===== src/rtl/msq_pkg.sv =====
package msq_pkg;

    typedef enum logic [3:0] {
        ST_FETCH_IR  = 4'd0,
        ST_FETCH_INC = 4'd1,
        ST_ALU       = 4'd2,
        ST_LW_ADDR   = 4'd3,
        ST_LW_MEM    = 4'd4,
        ST_BZ_TEST   = 4'd5,
        ST_BZ_TAKE   = 4'd6,
        ST_JAL_LINK  = 4'd7,
        ST_JAL_JUMP  = 4'd8,
        ST_HALT      = 4'd9
    } step_e;

    typedef enum logic [2:0] {
        FN_ADD    = 3'd0,
        FN_SUB    = 3'd1,
        FN_SLT    = 3'd2,
        FN_PASS_A = 3'd3,
        FN_PASS_B = 3'd4
    } alu_fn_e;

    // Result of decoding the opcode: the first execute step and the ALU op.
    typedef struct packed {
        step_e   entry;
        alu_fn_e fn;
    } dec_t;

    // Enables of one control word; selects are carried separately.
    typedef struct packed {
        logic a_reg;
        logic a_imm;
        logic a_one;
        logic b_reg;
        logic b_pc;
        logic b_temp;
        logic c_alu;
        logic mem_rd;
        logic reg_we;
        logic pc_we;
        logic ir_we;
        logic temp_we;
        logic halted;
    } en_t;

    typedef struct packed {
        step_e step;
    } seq_state_t;

endpackage


===== src/rtl/msq_op_decode.sv =====
module msq_op_decode
    import msq_pkg::*;
#(
    parameter int OPC_W = 4
) (
    input  logic [OPC_W-1:0] opcode,
    output dec_t             dec
);

    localparam logic [OPC_W-1:0] OP_ADD = OPC_W'(0);
    localparam logic [OPC_W-1:0] OP_SUB = OPC_W'(1);
    localparam logic [OPC_W-1:0] OP_SLT = OPC_W'(2);
    localparam logic [OPC_W-1:0] OP_LW  = OPC_W'(3);
    localparam logic [OPC_W-1:0] OP_BZ  = OPC_W'(4);
    localparam logic [OPC_W-1:0] OP_JAL = OPC_W'(5);

    always_comb begin
        dec.entry = ST_HALT;
        dec.fn    = FN_ADD;
        case (opcode)
            OP_ADD: begin dec.entry = ST_ALU; dec.fn = FN_ADD; end
            OP_SUB: begin dec.entry = ST_ALU; dec.fn = FN_SUB; end
            OP_SLT: begin dec.entry = ST_ALU; dec.fn = FN_SLT; end
            OP_LW:  dec.entry = ST_LW_ADDR;
            OP_BZ:  dec.entry = ST_BZ_TEST;
            OP_JAL: dec.entry = ST_JAL_LINK;
            default: dec.entry = ST_HALT;
        endcase
    end

endmodule


===== src/rtl/msq_step_seq.sv =====
module msq_step_seq
    import msq_pkg::*;
(
    input  logic  clk,
    input  logic  rst_n,
    input  step_e entry,
    input  logic  alu_zero,
    output step_e step
);

    seq_state_t state_d, state_q;

    always_comb begin
        state_d = state_q;
        case (state_q.step)
            ST_FETCH_IR:  state_d.step = ST_FETCH_INC;
            ST_FETCH_INC: state_d.step = entry;
            ST_ALU:       state_d.step = ST_FETCH_IR;
            ST_LW_ADDR:   state_d.step = ST_LW_MEM;
            ST_LW_MEM:    state_d.step = ST_FETCH_IR;
            ST_BZ_TEST:   state_d.step = alu_zero ? ST_BZ_TAKE : ST_FETCH_IR;
            ST_BZ_TAKE:   state_d.step = ST_FETCH_IR;
            ST_JAL_LINK:  state_d.step = ST_JAL_JUMP;
            ST_JAL_JUMP:  state_d.step = ST_FETCH_IR;
            ST_HALT:      state_d.step = ST_HALT;
            default:      state_d.step = ST_HALT;
        endcase
    end

    always_ff @(posedge clk or negedge rst_n) begin
        if (!rst_n) begin
            state_q.step <= ST_FETCH_IR;
        end else begin
            state_q <= state_d;
        end
    end

    assign step = state_q.step;

    // Halt is left only through reset.
    p_halt_sticky_r8: assert property (@(posedge clk) disable iff (!rst_n)
        (state_q.step == ST_HALT) |=> (state_q.step == ST_HALT));

    // The branch adds its offset only after a test step that saw zero.
    p_branch_guard_r5: assert property (@(posedge clk) disable iff (!rst_n)
        (state_q.step == ST_BZ_TAKE) |-> ($past(state_q.step) == ST_BZ_TEST && $past(alu_zero)));

    // Every step that ends an instruction hands over to fetch.
    p_return_fetch_r7: assert property (@(posedge clk) disable iff (!rst_n)
        (state_q.step inside {ST_ALU, ST_LW_MEM, ST_BZ_TAKE, ST_JAL_JUMP}) |=> (state_q.step == ST_FETCH_IR));

endmodule


===== src/rtl/msq_ctrl_encode.sv =====
module msq_ctrl_encode
    import msq_pkg::*;
#(
    parameter int SEL_W    = 4,
    parameter int LINK_REG = 15
) (
    input  logic             clk,
    input  logic             rst_n,
    input  step_e            step,
    input  alu_fn_e          dec_fn,
    input  logic [SEL_W-1:0] rd,
    input  logic [SEL_W-1:0] rs,
    input  logic [SEL_W-1:0] rt,
    output en_t              en,
    output logic [SEL_W-1:0] sel_a,
    output logic [SEL_W-1:0] sel_b,
    output logic [SEL_W-1:0] sel_c,
    output alu_fn_e          fn
);

    localparam logic [SEL_W-1:0] LINK_IDX = SEL_W'(LINK_REG);

    always_comb begin
        en    = '0;
        sel_a = '0;
        sel_b = '0;
        sel_c = '0;
        fn    = FN_ADD;
        case (step)
            ST_FETCH_IR: begin
                en.b_pc = 1'b1; en.mem_rd = 1'b1; en.ir_we = 1'b1;
            end
            ST_FETCH_INC: begin
                en.a_one = 1'b1; en.b_pc = 1'b1; en.c_alu = 1'b1; en.pc_we = 1'b1;
                fn = FN_ADD;
            end
            ST_ALU: begin
                en.a_reg = 1'b1; sel_a = rs;
                en.b_reg = 1'b1; sel_b = rt;
                fn = dec_fn;
                en.c_alu = 1'b1; en.reg_we = 1'b1; sel_c = rd;
            end
            ST_LW_ADDR: begin
                en.b_reg = 1'b1; sel_b = rs;
                en.a_imm = 1'b1; fn = FN_ADD;
                en.c_alu = 1'b1; en.temp_we = 1'b1;
            end
            ST_LW_MEM: begin
                en.b_temp = 1'b1; en.mem_rd = 1'b1;
                en.reg_we = 1'b1; sel_c = rd;
            end
            ST_BZ_TEST: begin
                en.a_reg = 1'b1; sel_a = rs; fn = FN_PASS_A;
            end
            ST_BZ_TAKE: begin
                en.b_pc = 1'b1; en.a_imm = 1'b1; fn = FN_ADD;
                en.c_alu = 1'b1; en.pc_we = 1'b1;
            end
            ST_JAL_LINK: begin
                en.b_pc = 1'b1; fn = FN_PASS_B;
                en.c_alu = 1'b1; en.reg_we = 1'b1; sel_c = LINK_IDX;
            end
            ST_JAL_JUMP: begin
                en.a_imm = 1'b1; fn = FN_PASS_A;
                en.c_alu = 1'b1; en.pc_we = 1'b1;
            end
            ST_HALT: en.halted = 1'b1;
            default: en.halted = 1'b1;
        endcase
    end

    // One driver per bus.
    p_bus_a_single_r9: assert property (@(posedge clk) disable iff (!rst_n)
        $onehot0({en.a_reg, en.a_imm, en.a_one}));
    p_bus_b_single_r9: assert property (@(posedge clk) disable iff (!rst_n)
        $onehot0({en.b_reg, en.b_pc, en.b_temp}));
    p_bus_c_single_r9: assert property (@(posedge clk) disable iff (!rst_n)
        $onehot0({en.c_alu, en.mem_rd}));
    // A destination only captures bus C when something drives it.
    p_write_has_src_r9: assert property (@(posedge clk) disable iff (!rst_n)
        (en.reg_we || en.pc_we || en.ir_we || en.temp_we) |-> (en.c_alu || en.mem_rd));
    // Halt is quiet on every bus.
    p_halt_quiet_r8: assert property (@(posedge clk) disable iff (!rst_n)
        en.halted |-> ($countones(en) == 1 && sel_c == '0));

endmodule


===== src/rtl/msq_sequencer.sv =====
module msq_sequencer
    import msq_pkg::*;
#(
    parameter int IR_W     = 32,
    parameter int OPC_W    = 4,
    parameter int SEL_W    = 4,
    parameter int LINK_REG = 15
) (
    input  logic             clk,
    input  logic             rst_n,
    input  logic [IR_W-1:0]  ir_word,
    input  logic             alu_zero,
    output logic             a_reg_oe,
    output logic             a_imm_oe,
    output logic             a_one_oe,
    output logic             b_reg_oe,
    output logic             b_pc_oe,
    output logic             b_temp_oe,
    output logic             c_alu_oe,
    output logic             mem_rd,
    output logic [SEL_W-1:0] sel_a,
    output logic [SEL_W-1:0] sel_b,
    output logic [SEL_W-1:0] sel_c,
    output logic [2:0]       alu_func,
    output logic             reg_we,
    output logic             pc_we,
    output logic             ir_we,
    output logic             temp_we,
    output logic             halted
);

    // Field positions, packed from the top of the word downward.
    localparam int OPC_LSB = IR_W - OPC_W;
    localparam int RD_LSB  = OPC_LSB - SEL_W;
    localparam int RS_LSB  = RD_LSB - SEL_W;
    localparam int RT_LSB  = RS_LSB - SEL_W;

    logic [OPC_W-1:0] opcode;
    logic [SEL_W-1:0] rd, rs, rt;
    dec_t             dec;
    step_e            step;
    en_t              en;
    alu_fn_e          fn;

    assign opcode = ir_word[OPC_LSB +: OPC_W];
    assign rd     = ir_word[RD_LSB +: SEL_W];
    assign rs     = ir_word[RS_LSB +: SEL_W];
    assign rt     = ir_word[RT_LSB +: SEL_W];

    msq_op_decode #(.OPC_W(OPC_W)) u_dec (
        .opcode (opcode),
        .dec    (dec)
    );

    msq_step_seq u_seq (
        .clk      (clk),
        .rst_n    (rst_n),
        .entry    (dec.entry),
        .alu_zero (alu_zero),
        .step     (step)
    );

    msq_ctrl_encode #(.SEL_W(SEL_W), .LINK_REG(LINK_REG)) u_enc (
        .clk    (clk),
        .rst_n  (rst_n),
        .step   (step),
        .dec_fn (dec.fn),
        .rd     (rd),
        .rs     (rs),
        .rt     (rt),
        .en     (en),
        .sel_a  (sel_a),
        .sel_b  (sel_b),
        .sel_c  (sel_c),
        .fn     (fn)
    );

    assign a_reg_oe  = en.a_reg;
    assign a_imm_oe  = en.a_imm;
    assign a_one_oe  = en.a_one;
    assign b_reg_oe  = en.b_reg;
    assign b_pc_oe   = en.b_pc;
    assign b_temp_oe = en.b_temp;
    assign c_alu_oe  = en.c_alu;
    assign mem_rd    = en.mem_rd;
    assign alu_func  = fn;
    assign reg_we    = en.reg_we;
    assign pc_we     = en.pc_we;
    assign ir_we     = en.ir_we;
    assign temp_we   = en.temp_we;
    assign halted    = en.halted;

    // Loading the instruction register is always followed by the PC increment.
    p_fetch_pair_r2: assert property (@(posedge clk) disable iff (!rst_n)
        ir_we |=> (pc_we && a_one_oe && b_pc_oe));

endmodule


===== config.mk =====
export PLATFORM = sky130hd
export DESIGN_NAME = msq_sequencer
export DESIGN_NICKNAME = d
export VERILOG_FILES = /design/src/rtl/msq_pkg.sv /design/src/rtl/msq_op_decode.sv /design/src/rtl/msq_step_seq.sv /design/src/rtl/msq_ctrl_encode.sv /design/src/rtl/msq_sequencer.sv
export SDC_FILE = /design/constraint.sdc
export NUM_CORES = 1
export LEC_CHECK = 0
export CAP_MARGIN = 20
export CORE_AREA = 3 3 40 42
export CTS_CLUSTER_SIZE = 8
export DETAILED_ROUTE_END_ITERATION = 10
export DIE_AREA = 0 0 43 45
export DONT_BUFFER_PORTS = 1
export PLACE_DENSITY = 0.64
export SLEW_MARGIN = 20
export SYNTH_ARGS = -nofsm -noshare
export SYNTH_HDL_FRONTEND = slang
export SYNTH_SLANG_ARGS = --single-unit

===== constraint.sdc =====
create_clock -name clk -period 2 [get_ports clk]
set_input_delay 0.5 -clock clk [delete_from_list [all_inputs] [get_ports clk]]
set_output_delay 0.5 -clock clk [all_outputs]
set_load 0.01 [all_outputs]

==> results.sh <==
export IMPL_cp_cell_sequence="buf_6, or4b_4, o21ai_2, buf_4"
export IMPL_critPathMaxFanout=4
export IMPL_min_period_ns=2.00
export IMPL_syn_area_um2=608
export IMPL_grt_pass1_vias=639
export IMPL_finalSetupViolations=0
export IMPL_intPower_uw=664
export IMPL_avgSynthCellArea_um2=7.80
export IMPL_place_inst=105
export IMPL_fmax_mhz=500
export IMPL_cp_num_buf_inv=2
export IMPL_rsz0062_at_grt="yes"
export IMPL_syn_to_final_growth_pct=48.8
export IMPL_synth_top_area_frac=0.165
export IMPL_vias=667
export IMPL_p_switching_uw=582
export IMPL_combPwrFrac=0.785
export IMPL_grt_max_degree=10
export IMPL_totalWireLength_mm=1.68
export IMPL_fin_cells=114
export IMPL_cts_root_buf="clkbuf_4"
export IMPL_portBuffers=0
export IMPL_clock_sinks=4
export IMPL_top_register="u_seq.step"
export IMPL_p_sw_frac=0.467
export IMPL_reg_top3="u_seq.step: 4 flops"
export IMPL_wl_per_cell_um=14.7
export IMPL_final_layout_size_suffix_gt1_frac=0.556
export IMPL_cts_buffer_depth=2
export IMPL_die_area_um2=1940
export IMPL_hold_violations=0
export IMPL_worst_pin_slew_ns=0.385
export IMPL_num_antenna_cells=0
export IMPL_cp_depth=4
export IMPL_synth_most_common_cell="nor2_1"
export IMPL_hold_class="input port to flip-flop"
export IMPL_p_leak_nw=0.391
export IMPL_clkSlewWorstSetupHoldPaths_ns=0.04
export IMPL_cts_buffers_inserted=3
export IMPL_yosysWarnings=0
export IMPL_final_max_slew_viol_count=0
export IMPL_antenna_found_initial=0
export IMPL_dp_hpwl_mm=1.24
export IMPL_start_kind="flip-flop"
export IMPL_largest_register_ffs=4
export IMPL_fin_skew_ns=0.00582
export IMPL_critPathKind="flip-flop to output port"
export IMPL_seqPwrFrac=0.137
export IMPL_cts_tree="built"
export IMPL_drtIter0Drc=8
export IMPL_async_reset_ff_frac=1.00
export IMPL_std_cell_rows=13
export IMPL_synth_seq_cells=4
export IMPL_yosysSeqAreaShare=0.165
export IMPL_crit_path_max_incr_delay_ns=0.52
export IMPL_cts_htree_levels=1
export IMPL_place_congestion=0.743
export IMPL_crit_arrival_ns=1.50
export IMPL_post_route_drc_count=0
export IMPL_powerDensity_nw_per_um2=1380
export IMPL_synth_nets=113
export IMPL_reg2regPathDepth=5
export IMPL_pwr_share_clk=0.078
export IMPL_maxCapViolCount=0
export IMPL_syn_inst=78
export IMPL_core_um2=1280
export IMPL_relSlewSlack=0.742
export IMPL_avgViaCountPerCell=5.85
export IMPL_vdd_drop_max_mv=0.861
export IMPL_required_ns=1.50
export IMPL_synth_edf_count=0
export IMPL_first_pass_iters=4
export IMPL_crit_slowest_cell="or4b_4"
export IMPL_synth_area_leader_cell="dfrtp_1"
export IMPL_grt_pass1_wl_mm=2.66
export IMPL_final_antenna_net_count=0
export IMPL_status="complete, no violations"
export IMPL_grt_use_total=0.178
export IMPL_crit_family="simple AND/OR/NAND/NOR gates"
export IMPL_initial_core_util=0.473
export IMPL_die_h_um=45
export IMPL_layout_nets=136
export IMPL_setup_tns_ns=0
export IMPL_fin_util=0.704
export IMPL_endpoint_kind="output port"
export IMPL_hold_depth=1
export IMPL_grt_overflow=0
export IMPL_io_pins=63
export IMPL_min_period_over_period=1.00
export IMPL_synthTopCellsByArea="dfrtp_1 (16%), o21a_1 (7.4%), mux2i_1 (6.6%)"
export IMPL_die_x_um=43
export IMPL_synth_cell_types=37
export IMPL_clk_latency_ns=0.23
export IMPL_synth_common_cells="nor2_1 (8), o21a_1 (6), and2_1 (5), inv_1 (5)"
export IMPL_yosys_most_used_dff="dfrtp_1"
-- metrics by stage --
| step | hold WS [ns] | setup slack (ns) | instance area [um^2] | total power, mW |
|---|---|---|---|---|
| global placement | 0.205 | 0.124 | 731 | 0.936 |
| floorplan | 0.204 | 0.184 | 608 | 0.703 |
| detailed placement | 0.205 | 0.103 | 731 | 0.947 |
| finish | 0.430 | 0.000913 | 905 | 1.25 |
| CTS | 0.426 | -0.0299 | 843 | 1.17 |
| global route | 0.425 | -0.0922 | 905 | 1.35 |
-- cell type report --
| class | instances | area, um^2 |
|---|---|---|
| Sequential cell | 4 | 104 |
| Timing Repair Buffer | 24 | 198 |
| Clock buffer | 3 | 22.5 |
| Multi-Input combinational cell | 62 | 537 |
| Fill cell | 101 | 380 |
| Inverter | 6 | 25.0 |
| Tap cell | 15 | 18.8 |
-- kinds of logic after synthesis --
| group | Yosys count | share of synthesized area |
|---|---|---|
| mux | 4 | 0.0658 |
| buf+inv | 12 | 0.0926 |
| compound gates | 21 | 0.274 |
| xor+xnor | 1 | 0.0144 |
| flops | 4 | 0.165 |
| simple gates | 36 | 0.389 |
-- layout by cell type (no fill, tap or decap), types with 2 or more instances in the layout --
cell type	Yosys	layout
nand3b_1	3	3
nor2_1	8	3
inv_1	5	5
nor3_1	4	3
buf_6	0	4
nand2_1	3	3
dfrtp_2	0	3
o21a_1	6	6
nor2_2	1	2
clkbuf_4	0	3
nor2_4	0	4
buf_4	1	19
mux2i_1	4	4
o21ai_0	3	2
nand2b_1	2	2
and2_4	0	4
o31ai_2	0	2
-- per-layer routing --
metal	global-route usage	share of wire
met3	0.0677	0.11
met4	0.0361	0
met1	0.206	0.37
met5	0	0
met2	0.317	0.52
-- worst reg2reg max path: cells and delay by family, from the launching register on --
family	cells	cell delay, ns
AND/OR/NAND/NOR	3	0.74
buffers and inverters	2	0.34
flip-flops	1	0.43
-- repair_timing --
action / CTS / global route
hold buffers: 1 / 0
endpoints found under the hold margin: 4 / 0
setup endpoints to repair: 21 / 19
setup buffers: 6 / 0
gates resized for setup: 14 / 16
pin swaps: 6 / 3
-- power groups by stage --
stage / Sequential [mW] / Clock, mW / Combinational (mW)
after CTS: 0.167 / 0.100 / 0.902
after detailed placement: 0.171 / 0 / 0.776
after global placement: 0.169 / 0 / 0.767
after global routing: 0.179 / 0.108 / 1.06
after floorplan: 0.135 / 0 / 0.569
final: 0.171 / 0.0972 / 0.979
-- worst paths after layout --
check                                   start             to  slack [ns]
worst max-delay path            u_seq.step[3]          pc_we      0.0009
worst min-delay path                 alu_zero  u_seq.step[1]        0.43
worst max register to register  u_seq.step[0]  u_seq.step[3]        0.36
worst min register to register  u_seq.step[3]  u_seq.step[0]        0.72
max in group asynchronous               rst_n  u_seq.step[2]        1.28
min in group asynchronous               rst_n  u_seq.step[0]        0.54
Power figures use the tool's default switching activity.
